--- config.mk ---
export PLATFORM = sky130hd
export DESIGN_NAME = ffirst_vsub
export DESIGN_NICKNAME = d
export VERILOG_FILES = /design/src/rtl/ffv_pkg.sv /design/src/rtl/ffv_elem_ram.sv /design/src/rtl/ffv_cond_eval.sv /design/src/rtl/ffv_cf_store.sv /design/src/rtl/ffv_seq_ctrl.sv /design/src/rtl/ffirst_vsub.sv
export SDC_FILE = /design/constraint.sdc
export NUM_CORES = 1
export LEC_CHECK = 0
export ABC_AREA = 1
export BUFFER_PORTS_ARGS = -buffer_cell sky130_fd_sc_hd__buf_2
export CAP_MARGIN = 10
export CORE_MARGIN = 2
export CORE_UTILIZATION = 50
export CTS_CLUSTER_SIZE = 16
export DETAILED_ROUTE_END_ITERATION = 8
export PLACE_DENSITY_LB_ADDON = 0.1
export SLEW_MARGIN = 10
export SYNTH_ARGS = -nofsm -noshare
export SYNTH_HDL_FRONTEND = slang
export SYNTH_HIERARCHICAL = 1
export SYNTH_SLANG_ARGS = --single-unit
--- constraint.sdc ---
create_clock -name clk -period 8.85 [get_ports clk]
set_clock_uncertainty 0.05 [all_clocks]
set_input_delay 0.885 -clock clk [delete_from_list [all_inputs] [get_ports clk]]
set_output_delay 0.885 -clock clk [all_outputs]
set_load 0.01 [all_outputs]
--- src/rtl/ffv_pkg.sv ---
package ffv_pkg;
  typedef enum logic [1:0] {
    TST_LE    = 2'b00,
    TST_EQ    = 2'b01,
    TST_AUTO  = 2'b10,
    TST_AUTO2 = 2'b11
  } tst_mode_e;

  localparam int CF_W   = 4;
  localparam int CF_NEG = 3;
  localparam int CF_POS = 2;
  localparam int CF_ZER = 1;
endpackage

--- src/rtl/ffv_elem_ram.sv ---
module ffv_elem_ram #(
  parameter int DW    = 64,
  parameter int DEPTH = 8,
  localparam int AW   = $clog2(DEPTH)
) (
  input  logic          clk,
  input  logic          we,
  input  logic [AW-1:0] waddr,
  input  logic [DW-1:0] wdata,
  input  logic [AW-1:0] raddr,
  output logic [DW-1:0] rdata
);
  logic [DW-1:0] mem [DEPTH];

  always_ff @(posedge clk) begin
    if (we) mem[waddr] <= wdata;
  end

  always_ff @(posedge clk) begin
    rdata <= mem[raddr];
  end
endmodule

--- src/rtl/ffv_cond_eval.sv ---
module ffv_cond_eval
  import ffv_pkg::*;
#(
  parameter int DW = 64
) (
  input  logic [DW-1:0]   elem,
  input  logic [DW-1:0]   scalar,
  input  tst_mode_e       mode,
  output logic [DW-1:0]   diff,
  output logic [CF_W-1:0] cf,
  output logic            fail
);
  logic neg, zer, pos;

  always_comb begin
    diff = elem - scalar;
    neg  = diff[DW-1];
    zer  = (diff == '0);
    pos  = !neg && !zer;
    cf   = '0;
    cf[CF_NEG] = neg;
    cf[CF_POS] = pos;
    cf[CF_ZER] = zer;
    fail = (mode == TST_LE) ? (neg || zer) : zer;
  end
endmodule

--- src/rtl/ffv_cf_store.sv ---
module ffv_cf_store
  import ffv_pkg::*;
#(
  parameter int DEPTH = 8,
  localparam int AW   = $clog2(DEPTH)
) (
  input  logic            clk,
  input  logic            rst,
  input  logic            clr,
  input  logic            we,
  input  logic [AW-1:0]   waddr,
  input  logic [CF_W-1:0] wcf,
  input  logic [AW-1:0]   raddr,
  output logic [CF_W-1:0] rcf,
  output logic            rvld
);
  logic [CF_W-1:0] fld [DEPTH];
  logic [DEPTH-1:0] vld;

  for (genvar g = 0; g < DEPTH; g++) begin : g_ent
    always_ff @(posedge clk) begin
      if (rst) begin
        fld[g] <= '0;
        vld[g] <= 1'b0;
      end else if (clr) begin
        vld[g] <= 1'b0;
      end else if (we && (waddr == AW'(g))) begin
        fld[g] <= wcf;
        vld[g] <= 1'b1;
      end
    end
  end

  always_ff @(posedge clk) begin
    if (rst) begin
      rcf  <= '0;
      rvld <= 1'b0;
    end else begin
      rcf  <= fld[raddr];
      rvld <= vld[raddr];
    end
  end
endmodule

--- src/rtl/ffv_seq_ctrl.sv ---
module ffv_seq_ctrl
  import ffv_pkg::*;
#(
  parameter int DW    = 64,
  parameter int DEPTH = 8,
  localparam int AW   = $clog2(DEPTH),
  localparam int LW   = $clog2(DEPTH + 1)
) (
  input  logic          clk,
  input  logic          rst,
  input  logic          start,
  input  logic [LW-1:0] vl_in,
  input  logic [LW-1:0] maxvl_in,
  input  logic [DW-1:0] scalar_in,
  input  logic [1:0]    tst_mode,
  input  logic          rec_en,
  input  logic          vli,
  input  logic          fail,
  output logic          accept,
  output logic          rd_own,
  output logic [AW-1:0] seq_raddr,
  output logic          seq_we,
  output logic          cf_en,
  output logic [AW-1:0] step_q,
  output logic [DW-1:0] scalar_q,
  output tst_mode_e     mode_q,
  output logic          busy_q,
  output logic          done_q,
  output logic [LW-1:0] new_vl_q,
  output logic [LW-1:0] maxvl_q
);
  logic [LW-1:0] vl_q, vl_min, vl_eff, step_ext;
  logic          vli_q, rec_q, last;

  always_comb begin
    vl_min    = (vl_in < maxvl_in) ? vl_in : maxvl_in;
    vl_eff    = (vl_min > LW'(DEPTH)) ? LW'(DEPTH) : vl_min;
    accept    = start && !busy_q;
    rd_own    = accept || busy_q;
    seq_raddr = accept ? '0 : step_q + AW'(1);
    step_ext  = LW'(step_q);
    last      = (step_ext + LW'(1) == vl_q);
    seq_we    = busy_q && (!fail || vli_q);
    cf_en     = busy_q && rec_q;
  end

  always_ff @(posedge clk) begin
    if (rst) begin
      busy_q   <= 1'b0;
      done_q   <= 1'b0;
      step_q   <= '0;
      vl_q     <= '0;
      new_vl_q <= '0;
      maxvl_q  <= '0;
      scalar_q <= '0;
      mode_q   <= TST_LE;
      vli_q    <= 1'b0;
      rec_q    <= 1'b0;
    end else begin
      done_q <= 1'b0;
      if (accept) begin
        vl_q     <= vl_eff;
        maxvl_q  <= maxvl_in;
        scalar_q <= scalar_in;
        mode_q   <= tst_mode_e'(tst_mode);
        vli_q    <= vli;
        rec_q    <= rec_en || tst_mode[1];
        step_q   <= '0;
        if (vl_eff == '0) begin
          done_q   <= 1'b1;
          new_vl_q <= '0;
        end else begin
          busy_q <= 1'b1;
        end
      end else if (busy_q) begin
        if (fail || last) begin
          busy_q   <= 1'b0;
          done_q   <= 1'b1;
          step_q   <= '0;
          new_vl_q <= !fail ? vl_q : (vli_q ? step_ext + LW'(1) : step_ext);
        end else begin
          step_q <= step_q + AW'(1);
        end
      end
    end
  end


  done_pulse_chk: assert property (@(posedge clk) disable iff (rst)
    done_q |=> !done_q);

  nvl_bound_chk: assert property (@(posedge clk) disable iff (rst)
    done_q |-> (new_vl_q <= vl_q));

  step_zero_chk: assert property (@(posedge clk) disable iff (rst)
    done_q |-> (step_q == '0));

  step_bound_chk: assert property (@(posedge clk) disable iff (rst)
    busy_q |-> (step_ext < vl_q));

  zero_len_chk: assert property (@(posedge clk) disable iff (rst)
    (accept && vl_eff == '0) |=> (done_q && !busy_q && new_vl_q == '0));

  busy_start_chk: assert property (@(posedge clk) disable iff (rst)
    (busy_q && start) |=> $stable(scalar_q));
endmodule

--- src/rtl/ffirst_vsub.sv ---
module ffirst_vsub
  import ffv_pkg::*;
#(
  parameter int DW    = 64,
  parameter int DEPTH = 8,
  localparam int AW   = $clog2(DEPTH),
  localparam int LW   = $clog2(DEPTH + 1)
) (
  input  logic            clk,
  input  logic            rst,
  input  logic            ld_en,
  input  logic [AW-1:0]   ld_idx,
  input  logic [DW-1:0]   ld_data,
  input  logic [AW-1:0]   rd_idx,
  output logic [DW-1:0]   rd_data,
  output logic [CF_W-1:0] rd_cf,
  output logic            rd_cf_vld,
  input  logic            start,
  input  logic [LW-1:0]   vl_in,
  input  logic [LW-1:0]   maxvl_in,
  input  logic [DW-1:0]   scalar_in,
  input  logic [1:0]      tst_mode,
  input  logic            rec_en,
  input  logic            vli,
  output logic            busy,
  output logic            done,
  output logic [LW-1:0]   new_vl,
  output logic [LW-1:0]   maxvl_out,
  output logic [AW-1:0]   src_step,
  output logic [AW-1:0]   dst_step,
  output logic            wb_vld,
  output logic [AW-1:0]   wb_idx,
  output logic [DW-1:0]   wb_data,
  output logic            cf_vld,
  output logic [AW-1:0]   cf_idx,
  output logic [CF_W-1:0] cf_data
);
  logic            accept, rd_own, seq_we, cf_en, fail;
  logic [AW-1:0]   seq_raddr, step_q, ram_raddr, ram_waddr;
  logic [DW-1:0]   scalar_q, diff, ram_q, ram_wdata;
  logic [CF_W-1:0] cf;
  tst_mode_e       mode_q;
  logic            ld_ok, ram_we;

  ffv_seq_ctrl #(.DW(DW), .DEPTH(DEPTH)) ctrl_i (
    .clk(clk), .rst(rst), .start(start), .vl_in(vl_in), .maxvl_in(maxvl_in),
    .scalar_in(scalar_in), .tst_mode(tst_mode), .rec_en(rec_en), .vli(vli),
    .fail(fail), .accept(accept), .rd_own(rd_own), .seq_raddr(seq_raddr),
    .seq_we(seq_we), .cf_en(cf_en), .step_q(step_q), .scalar_q(scalar_q),
    .mode_q(mode_q), .busy_q(busy), .done_q(done), .new_vl_q(new_vl),
    .maxvl_q(maxvl_out)
  );

  always_comb begin
    ld_ok     = ld_en && !busy && !start;
    ram_we    = seq_we || ld_ok;
    ram_waddr = seq_we ? step_q : ld_idx;
    ram_wdata = seq_we ? diff : ld_data;
    ram_raddr = rd_own ? seq_raddr : rd_idx;
  end

  ffv_elem_ram #(.DW(DW), .DEPTH(DEPTH)) ram_i (
    .clk(clk), .we(ram_we), .waddr(ram_waddr), .wdata(ram_wdata),
    .raddr(ram_raddr), .rdata(ram_q)
  );

  ffv_cond_eval #(.DW(DW)) eval_i (
    .elem(ram_q), .scalar(scalar_q), .mode(mode_q),
    .diff(diff), .cf(cf), .fail(fail)
  );

  ffv_cf_store #(.DEPTH(DEPTH)) cfs_i (
    .clk(clk), .rst(rst), .clr(accept), .we(cf_en), .waddr(step_q),
    .wcf(cf), .raddr(rd_idx), .rcf(rd_cf), .rvld(rd_cf_vld)
  );

  assign rd_data  = ram_q;
  assign src_step = step_q;
  assign dst_step = step_q;

  always_ff @(posedge clk) begin
    if (rst) begin
      wb_vld  <= 1'b0;
      wb_idx  <= '0;
      wb_data <= '0;
      cf_vld  <= 1'b0;
      cf_idx  <= '0;
      cf_data <= '0;
    end else begin
      wb_vld  <= seq_we;
      wb_idx  <= step_q;
      wb_data <= diff;
      cf_vld  <= cf_en;
      cf_idx  <= step_q;
      cf_data <= cf;
    end
  end


  cf_shape_chk: assert property (@(posedge clk) disable iff (rst)
    cf_vld |-> ($onehot(cf_data[3:1]) && !cf_data[0]));

  wb_after_busy_chk: assert property (@(posedge clk) disable iff (rst)
    (wb_vld || cf_vld) |-> ($past(busy)));

  no_event_idle_chk: assert property (@(posedge clk) disable iff (rst)
    (!busy && !done) |=> !wb_vld);
endmodule

After elaboration in Yosys (flattened, before gate mapping)
Memory sizes are Yosys's and may differ from the RTL's. A register that Yosys moved wholly into a read port is not among the register bits.
Cells that the tools add are included.
- bits in registers: 171
- bits in writable memories: 536
- bits of input ports: 150
- output and inout port bits: 161
- word-level logic and storage cells: 153
- memories kept: 2
- add/sub/neg operators: 3
- $lt $le $gt $ge: 3
- equality and inequality tests: 10
- mux-type cells: 68
- bitwise logic cells: 8
- reductions and logical operators: 33
- memory list (memory ; words ; width ; rd ports ; clocked after Yosys merged registers in ; write ports ; line ; RTL):
    ram_i.mem ; 8 ; 64 ; 1 ; 1 ; 1 ; ffv_elem_ram.sv:13 ; logic [DW-1:0] mem [DEPTH];
    cfs_i.fld ; 8 ; 3 ; 1 ; 1 ; 8 ; ffv_cf_store.sv:17 ; logic [CF_W-1:0] fld [DEPTH];
- operator list (cell ; number):
    $logic_not 64->1 ; 1
    $mux 64 ; 1
    $sub 64x64->64 ; 1
    $mux 1 ; 46
    $mux 3 ; 12
    $mux 4 ; 8
    $logic_and 1x1->1 ; 14
    $eq 3x3->1 const B ; 4
    $or 1x1->1 ; 8
    $eq 3x2->1 const B ; 2
    $logic_or 1x1->1 ; 6
    $logic_not 1->1 ; 5
    $add 3x1->4 const B ; 1
    $eq 4x4->1 ; 1
    $gt 4x4->1 const B ; 1
    $logic_not 4->1 ; 1
    $lt 3x4->1 const B ; 1
    $lt 4x4->1 ; 1
    $reduce_bool 2->1 ; 2
    $add 3x1->3 const B ; 1
    $bmux 1 s3 ; 1
    $eq 3x1->1 const B ; 1
    $logic_not 3->1 ; 1
    $reduce_and 3->1 ; 1
    other kinds (4) ; 4

Logic depth before layout (Yosys ltp)
- word-level depth: 10
- depth in mapped cells: 33
- gate-level depth less buffers: 32

Modules after synthesis
Netlist, hierarchy kept.
- by module, submodules not included (module ; instances ; cells an instance ; area each (um^2) ; sequential area each (um^2)):
    ffv_elem_ram ; 1 ; 2294 ; 23657.7 ; 16656.0
    ffv_cond_eval ; 1 ; 1606 ; 7253.2 ; 0.0
    ffv_seq_ctrl ; 1 ; 445 ; 3323.2 ; 1701.6
    ffirst_vsub ; 1 ; 394 ; 2842.7 ; 1461.4
    ffv_cf_store ; 1 ; 268 ; 2127.0 ; 1221.2

Worst setup path after synthesis
Ideal clock, no wire load.
- path kind: register to register
- from: register ram_i.rdata[0], read port of ram_i.mem
- to: memory ram_i.mem[7][0] (enable)
- arrival: 6252 ps
- required time: 8314 ps
- setup slack: 2061 ps
- cell stages (with the launch flop): 33
- buffers on the path: 1
- clock period less this slack: 6789 ps
- cells stage by stage: dfxtp_1 inv_1 ha_1 fa_1 inv_1 nand3_1 nand2_1 nand2_1 nand2_1 nand2_1 nand2_1 nand2_1 nand2_1 nand2_1 nand2_1 nand2_1 nand2_1 nand2_1 nor2_1 nand2_1 nor2_1 nand3_1 o21ai_1 inv_1 or2_2 inv_1 nor2_1 inv_4 buf_2 nand2_1 o21ai_0 nand2_1 nor2_1
- elaborated cells between the ends (all ways): 11
- RTL lines (what ; line ; RTL):
    start: declaration ; ffv_elem_ram.sv:11 ; output logic [DW-1:0] rdata
    $sub 64x64->64 * ; ffv_cond_eval.sv:16 ; diff = elem - scalar;
    $logic_not 64->1 ; ffv_cond_eval.sv:18 ; zer = (diff == '0);
    $logic_or 1x1->1 ; ffv_cond_eval.sv:24 ; fail = (mode == TST_LE) ? (neg || zer) : zer;
    $mux 1 * ; ffv_cond_eval.sv:24 ;
    net fail ; ffirst_vsub.sv:38 ; logic accept, rd_own, seq_we, cf_en, fail;
    $logic_not 1->1 * ; ffv_seq_ctrl.sv:43 ; seq_we = busy_q && (!fail || vli_q);
    $logic_or 1x1->1 * ; ffv_seq_ctrl.sv:43 ;
    $logic_and 1x1->1 * ; ffv_seq_ctrl.sv:43 ;
    net seq_we ; ffirst_vsub.sv:38 ;
    $mux 3 * ; ffirst_vsub.sv:57 ; ram_waddr = seq_we ? step_q : ld_idx;
    net ram_waddr[2] ; ffirst_vsub.sv:39 ; logic [AW-1:0] seq_raddr, step_q, ram_raddr, ram_waddr;
    end: declaration ; ffv_elem_ram.sv:13 ;
Mark *: on every way through the listed nets, which the timed path passes. The rest lies on a longest branch.

Worst setup path after layout
- from: register ram_i.rdata[17], read port of ram_i.mem
- to: memory ram_i.mem[2][20] (enable)
Same word-level chain as after synthesis.

==> results.cfg <==
[layout]
nets = 5488
mostFrequentLayoutCells = 1,726 x nand2_1, 1,118 x inv_1, 544 x edfxtp_1
multi_input_area_um2 = 13000
syn_to_final_growth_pct = 12.5
drive_gt1_frac = 0.109
layout_commonest_cell = nand2_1
seq_area_um2 = 21000
fillers = 7268

[sta]
hold_viol_final = 0
whs_ns = 0.413
finalSetupTns_ns = 0
worst_slack_ns = 1.81
period_minus_slack_ns = 7.04
max-slew-margin-rel = 0.240
worstMarginPinSlew_ns = 1.13
rsz0062_at_grt = false
finalCritPeriodShare = 0.795
setup_violations = 0
clock.fmax_mhz = 142
drv_slew = 0

[clock_tree]
cts_resized = 0
cts_buffers = 83
cts_max_level = 3
clock-sinks = 779
cts_root_buffer = clkbuf_16
tritoncts = built
postCtsSetupBuffers = 0
clk_latency_ns = 0.65
cts_buffer_depth = 3
clk_pin_slew_ns = 0.06
hold_buffers = 0

[global_routing]
antenna_found_initial = 1
grt_max_degree = 171
grt_pass1_wl_um = 175000
grt_pass1_vias = 29500
gr-total-overflow = 0
grt_usage = 0.285

[placed_design]
hpwlAfterDp_um = 80800
post-place-ws_ns = 1.84
numPortBuffers = 310
gp_congestion = 1.01

[power]
switching_share = 0.376
p_clk_frac = 0.283
peakVddDrop_uv = 205
p_leak_nw = 22.5
p_sw_mw = 4.42
pwr-share-comb = 0.329
power_density_nw_per_um2 = 267
p_int_mw = 7.34
seq_power_share = 0.388

[drt]
num_vias = 31300
drt_iter0_drc = 2635
ant_nets = 0
drt-wirelength-per-cell_um = 18.2
routed_wl_um = 116000
viasPerCell = 4.91
drc_errors = 0
dr.pass1.iters = 8

[critical_path]
endpoint_kind = flip-flop
crit_type = reg2reg
rr_worst_depth = 26
cpPeakStageDelay_ns = 0.65
cp_common_cell = nand2_1
crit_path_start_kind = flip-flop
rrSetupSlack_ns = 1.81
worst_path_max_delay_cell = buf_4
timing.rr.end = ram_i/mem[2][20]
regToRegStartpoint = ram_i/rdata[17]
worstPathArrival_ns = 7.25
worstPathRequired_ns = 9.07
worst-path-max-fanout = 73

[hold_path]
hold_start = cfs_i/vld[5]
hold_class = reg2reg
hold_end = cfs_i/vld[5]
holdPathStages = 2

[floorplan]
die_h_um = 284
rows = 102
core_area_um2 = 77600
die_area_um2 = 80700
die_w_um = 284
ios = 311
initial_core_util = 0.505

[outcome]
outcome = finished, final reports clean

[synthesis]
ys_types = 45
synthTopCellsByArea = edfxtp_1 42%, nand2_1 17%, dfxtp_1 12%, inv_1 11%, nand3_1 4.3%
synthCells = 5007
synth_nets = 5226
syn_avg_cell_area_um2 = 7.83
synth_warnings = 6
syn_area_um2 = 39200
synth_edf_count = 544
ys.flop_type = edfxtp_1
ys_ff_latch = 779
synth.largest_area_cell = edfxtp_1
ys_seq_area_frac = 0.537
yosys.area.top_type_share = 0.417
synthArstFlopShare = 0

[run]
cap_violations = 0
Yosys cell counts (18+ instances only):
master,number
buf_6,20
nand2_1,1726
nor2_1,392
nand3b_1,18
buf_2,77
inv_1,1120
ha_1,68
dfxtp_1,235
nand3_1,340
a21oi_1,56
nand2_2,29
edfxtp_1,544
nor2_2,29
o21ai_1,43
buf_4,29
clkbuf_1,27
o21ai_0,114
inv_2,19
registers in the layout, summed over array words and instances, names as in the netlist, 4 cells and up:
name             cells
cf_data              4
cfs_i/fld           32
cfs_i/rcf            4
cfs_i/vld            8
ctrl_i/maxvl_q       4
ctrl_i/new_vl_q      4
ctrl_i/scalar_q     64
ctrl_i/vl_q          4
ram_i/mem          512
ram_i/rdata         64
wb_data             64
worst max-delay path by stage:
stage                        start                to  slack [ns]  cells after the start
5_1_grt        ctrl_i/scalar_q[14]  ram_i/mem[2][20]        1.32                     27
3_5_place_dp       ram_i/rdata[17]  ram_i/mem[2][31]        1.84                     27
4_1_cts            ram_i/rdata[17]  ram_i/mem[2][20]        1.82                     26
3_3_place_gp       ram_i/rdata[17]  ram_i/mem[2][31]        1.90                     26
2_1_floorplan       ram_i/rdata[0]   ram_i/mem[7][0]        2.06                     32
6_report           ram_i/rdata[17]  ram_i/mem[2][20]        1.81                     26
metrics by stage:
step | cells | total power, mW | utilization | instance area (µm²)
6_report | 6380 | 11.8 | 0.568 | 44100
5_1_grt | 6379 | 12.4 | 0.568 | 44100
4_1_cts | 6379 | 11.8 | 0.568 | 44100
3_5_place_dp | 6224 | 8.46 | 0.534 | 41500
3_3_place_gp | 6224 | 8.46 | 0.534 | 41500
2_1_floorplan | 5007 | 7.07 | - | 39200
critical path, delay by kind of cell, from the launching register on:
family / cells / cell delay [ns]
buffers and inverters: 7 / 2.17
adders and majority gates: 1 / 0.39
and+or+nand+nor: 16 / 3.04
AOI/OAI and AO/OA: 2 / 0.62
DFF: 1 / 0.34
layout make-up:
class / count / share of cell area
Antenna cell: 1 / 0.0000568
Inverter: 1145 / 0.0978
Clock buffer: 112 / 0.0524
Sequential cell: 779 / 0.477
Clock inverter: 43 / 0.00715
Tap cell: 1040 / 0.0295
Multi-Input combinational cell: 2919 / 0.294
Timing Repair Buffer: 341 / 0.0414
layer usage:
metal / GRT usage / up-vias / wire length [µm]
li1: - / 15700 / -
met1: 0.377 / 14400 / 49600
met2: 0.480 / 1013 / 54800
met3: 0.0414 / 200 / 7500
met4: 0.102 / 2 / 4020
met5: 0 / - / 13
kinds of logic (layout without fill, tap and decap cells):
| kind of cell | count (synthesis) | in the layout | share of synthesized area |
|---|---|---|---|
| other | 1 | 2 | 0.0000957 |
| AOI/OAI and AO/OA | 225 | 225 | 0.0296 |
| buffers and inverters | 1309 | 1641 | 0.135 |
| DFF | 779 | 779 | 0.537 |
| adders and majority gates | 69 | 69 | 0.0222 |
| and+or+nand+nor | 2605 | 2605 | 0.273 |
| xor gates and xnor gates | 19 | 19 | 0.00424 |
power by group through the flow:
stage | Clock (mW) | Sequential, mW | Combinational [mW]
final | 3.33 | 4.56 | 3.87
after global routing | 3.52 | 4.60 | 4.27
after CTS | 3.38 | 4.56 | 3.84
after detailed placement | 0 | 4.64 | 3.83
after global placement | 0 | 4.63 | 3.82
after floorplan | 0 | 4.70 | 2.37
No activity file was read; power rests on OpenSTA's default activity.
